### src/rtl/bus_pick_pkg.sv
package bus_pick_pkg;

    // Width of a binary index able to address n function units
    function automatic int idx_width(input int n);
        return (n < 2) ? 1 : $clog2(n);
    endfunction

endpackage

### src/rtl/prio_enc.sv
module prio_enc
    import bus_pick_pkg::*;
#(
    parameter int NUM_REQ = 8,
    localparam int IDX_W  = idx_width(NUM_REQ)
) (
    input  logic [NUM_REQ-1:0] pool_i,
    output logic [IDX_W-1:0]   idx_o,
    output logic               any_o
);

    // Scan from the top so the lowest set bit is written last and wins
    always_comb begin
        idx_o = '0;
        for (int i = NUM_REQ - 1; i >= 0; i--) begin
            if (pool_i[i]) begin
                idx_o = IDX_W'(i);
            end
        end
    end

    assign any_o = |pool_i;

endmodule

### src/rtl/onehot_dec.sv
module onehot_dec
    import bus_pick_pkg::*;
#(
    parameter int NUM_REQ = 8,
    localparam int IDX_W  = idx_width(NUM_REQ)
) (
    input  logic [IDX_W-1:0]   idx_i,
    input  logic               en_i,
    output logic [NUM_REQ-1:0] onehot_o
);

    always_comb begin
        for (int i = 0; i < NUM_REQ; i++) begin
            onehot_o[i] = en_i && (idx_i == IDX_W'(i));
        end
    end

endmodule

### src/rtl/pick_stage.sv
module pick_stage
    import bus_pick_pkg::*;
#(
    parameter int NUM_REQ = 8,
    localparam int IDX_W  = idx_width(NUM_REQ)
) (
    input  logic [NUM_REQ-1:0] pool_i,
    output logic [NUM_REQ-1:0] grant_o,
    output logic               valid_o,
    output logic [NUM_REQ-1:0] rest_o
);

    logic [IDX_W-1:0] win_idx;

    prio_enc #(.NUM_REQ(NUM_REQ)) u_enc (
        .pool_i (pool_i),
        .idx_o  (win_idx),
        .any_o  (valid_o)
    );

    onehot_dec #(.NUM_REQ(NUM_REQ)) u_dec (
        .idx_i    (win_idx),
        .en_i     (valid_o),
        .onehot_o (grant_o)
    );

    // Remove this stage's winner before the next bus is picked
    assign rest_o = pool_i & ~grant_o;

endmodule

### src/rtl/multibus_picker.sv
module multibus_picker #(
    parameter int NUM_REQ = 8,
    parameter int NUM_BUS = 3,
    parameter bit REG_OUT = 1'b0,
    localparam int GNT_W  = NUM_BUS * NUM_REQ
) (
    input  logic               clk,
    input  logic               rst_n,
    input  logic [NUM_REQ-1:0] req_i,
    output logic [GNT_W-1:0]   grant_o,
    output logic [NUM_BUS-1:0] valid_o
);

    logic [NUM_REQ-1:0] pool [NUM_BUS];
    logic [GNT_W-1:0]   grant_c;
    logic [NUM_BUS-1:0] valid_c;
    logic [NUM_REQ-1:0] leftover_unused;

    assign pool[0] = req_i;

    for (genvar k = 0; k < NUM_BUS; k++) begin : g_stage
        if (k < NUM_BUS - 1) begin : g_mid
            pick_stage #(.NUM_REQ(NUM_REQ)) u_stage (
                .pool_i  (pool[k]),
                .grant_o (grant_c[k*NUM_REQ +: NUM_REQ]),
                .valid_o (valid_c[k]),
                .rest_o  (pool[k+1])
            );
        end else begin : g_last
            pick_stage #(.NUM_REQ(NUM_REQ)) u_stage (
                .pool_i  (pool[k]),
                .grant_o (grant_c[k*NUM_REQ +: NUM_REQ]),
                .valid_o (valid_c[k]),
                .rest_o  (leftover_unused)
            );
        end
    end

    if (REG_OUT) begin : g_reg
        always_ff @(posedge clk or negedge rst_n) begin
            if (!rst_n) begin
                grant_o <= '0;
                valid_o <= '0;
            end else begin
                grant_o <= grant_c;
                valid_o <= valid_c;
            end
        end
    end else begin : g_comb
        logic unused_clk_rst;
        assign unused_clk_rst = ^{clk, rst_n};
        assign grant_o = grant_c;
        assign valid_o = valid_c;
    end

endmodule

### config.mk
export PLATFORM = sky130hd
export DESIGN_NAME = multibus_picker
export DESIGN_NICKNAME = d
export VERILOG_FILES = /design/src/rtl/bus_pick_pkg.sv /design/src/rtl/prio_enc.sv /design/src/rtl/onehot_dec.sv /design/src/rtl/pick_stage.sv /design/src/rtl/multibus_picker.sv
export SDC_FILE = /design/constraint.sdc
export NUM_CORES = 1
export LEC_CHECK = 0
export BUFFER_PORTS_ARGS = -buffer_cell sky130_fd_sc_hd__buf_2
export CORE_UTILIZATION = 40
export DETAILED_ROUTE_END_ITERATION = 10
export PLACE_DENSITY = 0.75
export SYNTH_ARGS = -nofsm -noshare
export SYNTH_HDL_FRONTEND = slang
export SYNTH_HIERARCHICAL = 1
export SYNTH_SLANG_ARGS = --single-unit
### constraint.sdc
create_clock -name vclk -period 3.38
set_clock_uncertainty 0.15 [all_clocks]
set_input_delay 0.169 -clock vclk [all_inputs]
set_output_delay 0.169 -clock vclk [all_outputs]
set_load 0.02 [all_outputs]
==> results of run 1 <==
-- metrics by stage --
| step | hold slack [ns] | instances | cell area [µm²] |
|---|---|---|---|
| 2_1_floorplan | 0.361 | 79 | 900 |
| 4_1_cts | 0.687 | 176 | 1550 |
| 3_5_place_dp | 0.768 | 165 | 1300 |
| 3_3_place_gp | 0.746 | 165 | 1300 |
-- what timing repair did --
action	in CTS
setup endpoints to repair	9
pin swaps	22
setup buffers	11
resized for setup	42
==> run metrics, run 1 <==
Synth Net Count=89; pre-CTS setup slack=-0.323 ns; gpl congestion=0.836; initial core utilization=42.9%; Detail Placement HPWL=1920 µm; status=stopped before the end; port bufs=35; worst ep type=output port; Worst endpoint, post-GRT repair=grant_o[17]; number of antenna violations at the first check in global routing=0; Synth Area per Inst=9.49 µm²; First Err=[ERROR DPL-0033] detailed placement checks failed during check placement.; die span in y=45.3 µm; boundary pin count=37; Synth Instances=79; last stage reached=global routing; Yosys warning count=6; Post-CTS Hold Fix Bufs=0; die width=45.3 µm; pin count of the biggest net entering global routing=10; FP Rows=15; synthesized cell area=749 µm²
==> run 2, diff against run 1 <==
--- a/config.mk
+++ b/config.mk
@@ -6,9 +6,10 @@
 export NUM_CORES = 1
 export LEC_CHECK = 0
 export BUFFER_PORTS_ARGS = -buffer_cell sky130_fd_sc_hd__buf_2
-export CORE_UTILIZATION = 40
+export CORE_AREA = 2 2 63 65
 export DETAILED_ROUTE_END_ITERATION = 10
-export PLACE_DENSITY = 0.75
+export DIE_AREA = 0 0 65 67
+export PLACE_DENSITY_LB_ADDON = 0.15
 export SYNTH_ARGS = -nofsm -noshare
 export SYNTH_HDL_FRONTEND = slang
 export SYNTH_HIERARCHICAL = 1
==> constraint.sdc (replaced) <==
create_clock -name vclk -period 4.4
set_clock_uncertainty 0.15 [all_clocks]
set_input_delay 0.22 -clock vclk [all_inputs]
set_output_delay 0.22 -clock vclk [all_outputs]
set_load 0.02 [all_outputs]
==> run 2 against run 1 <==
The flow now finishes without violations. Area after synthesis did not move. Synthesized cell count did not move.
==> run metrics, run 2 <==
crit path DAT=3.43 ns; max incr delay on CP=0.45 ns; pre-CTS setup slack=0.593 ns (was -0.323 ns); first-pass GRT wire length=3190 µm; Detail Placement HPWL=1650 µm (was 1920 µm); RSZ-0062 raised after global routing=false; synthesized cell area=749 µm² (unchanged); Hold WS=0.883 ns; Synth Area per Inst=9.49 µm² (unchanged); # nets final=132; Yosys warning count=6 (unchanged); Reg area=0 µm²; Area Growth Syn to Fin=37.4%; Synth Instances=79 (unchanged); Post-CTS Setup Inserts=0 (was 11); WL/cell=11.7 µm; transition time at the pin with the least slew margin=0.389 ns; pin count of the biggest net entering global routing=10; final hold violation count=0; CP required=4.03 ns; Post-CTS Hold Fix Bufs=0 (unchanged); FILL cells=421; Post-DP Area=1030 µm² (was 1300 µm²); max cap viols=0; number of antenna violations at the first check in global routing=0; port bufs=35 (unchanged); Multi-input gate area=738 µm²; Max FO, Critical Path=8; die width=65 µm (was 45.3 µm); gr usage total=8.74%; power density over the cells=149 nW/µm²; commonest non-fill, non-tap cells in the layout=buf_2, nor2b_4, nor2_1; VDD IR max=59.3 µV; DIE AREA=4360 µm²; gpl congestion=0.714 (was 0.836); Max Slew Vio Count=0; Synth Net Count=89 (unchanged); DRC errors left=0; Worst Setup Path Type=in2out; CP Buf/Inv Count=2; most common cell after layout, fill and taps aside=buf_2; layout cells sized above 1=62.5%; fin worst setup slack=0.602 ns; Setup crit start kind=input pin; grt ovf=0; slowest cell on the critical path=nor4b_2; cells along the critical path=buf_2, nor4_2, and3b_1, nor4b_2, nor2b_4, nor2_1, a21boi_0, and4b_2, nor2b_4, nor4_2, and3b_1, nor4b_2, buf_2; Core Region=3610 µm²; via count=796; CP Capture Type=output port; FP Rows=22 (was 15); Detailed Route Iter0 Violations=18; final cycle utilization of the critical path=86.3%; Design Area, Final=1030 µm²; Vias/cell=4.74; Initial DRT Pass Iterations=4; final wirelength=1970 µm; post-cts resize count=0 (was 42); final count of negative-setup-slack endpoints=0; Setup TNS=0 ns; CLK BUF=0; Leak=0.532 nW; Worst slew margin=74.0%; Crit path max-delay family=simple AND/OR/NAND/NOR gates; n_diodes=0; initial core utilization=20.8% (was 42.9%); fin crit period=3.80 ns; Tightest Hold Check Type=in2out; num sequential=0; fmax=0.263 GHz; vias in the first global route=716; status=finished clean (was stopped before the end); post-route ant nets=0; boundary pin count=37 (unchanged); die span in y=67 µm (was 45.3 µm)
-- run 2: layer usage --
metal,part of all wire (%),global-route usage [%]
met4,0,0
met2,45,15.2
met1,51,12.8
met5,0,0
met3,3.8,0
-- run 2: final timing paths --
kind / depth (start not counted) / end / slack (ns) / startpoint
worst min-delay path: 4 / valid_o[0] / 0.88 / req_i[1]
worst max-delay path: 13 / grant_o[16] / 0.60 / req_i[4]
-- run 2: through the flow --
stage          utilization [%]  total power [mW]  cells
4_1_cts                   28.6             0.156    168
2_1_floorplan                -             0.107     79
3_3_place_gp              28.6             0.154    168
3_5_place_dp              28.6             0.155    168
6_report                  28.6             0.154    168
5_1_grt                   28.6             0.168    168
-- run 2: cell type report --
type / instances / area share, %
inverter: 3 / 1.09
multi-input combinational: 76 / 71.7
tap: 48 / 5.83
timing repair buffer: 41 / 21.4
-- run 2: report_power, final --
part	switching [mW]	leakage (nW)	internal [mW]
clock network	0	0	0
registers	0	0	0
logic	0.0840	0.532	0.0698
(Power assumes the default switching activity.)
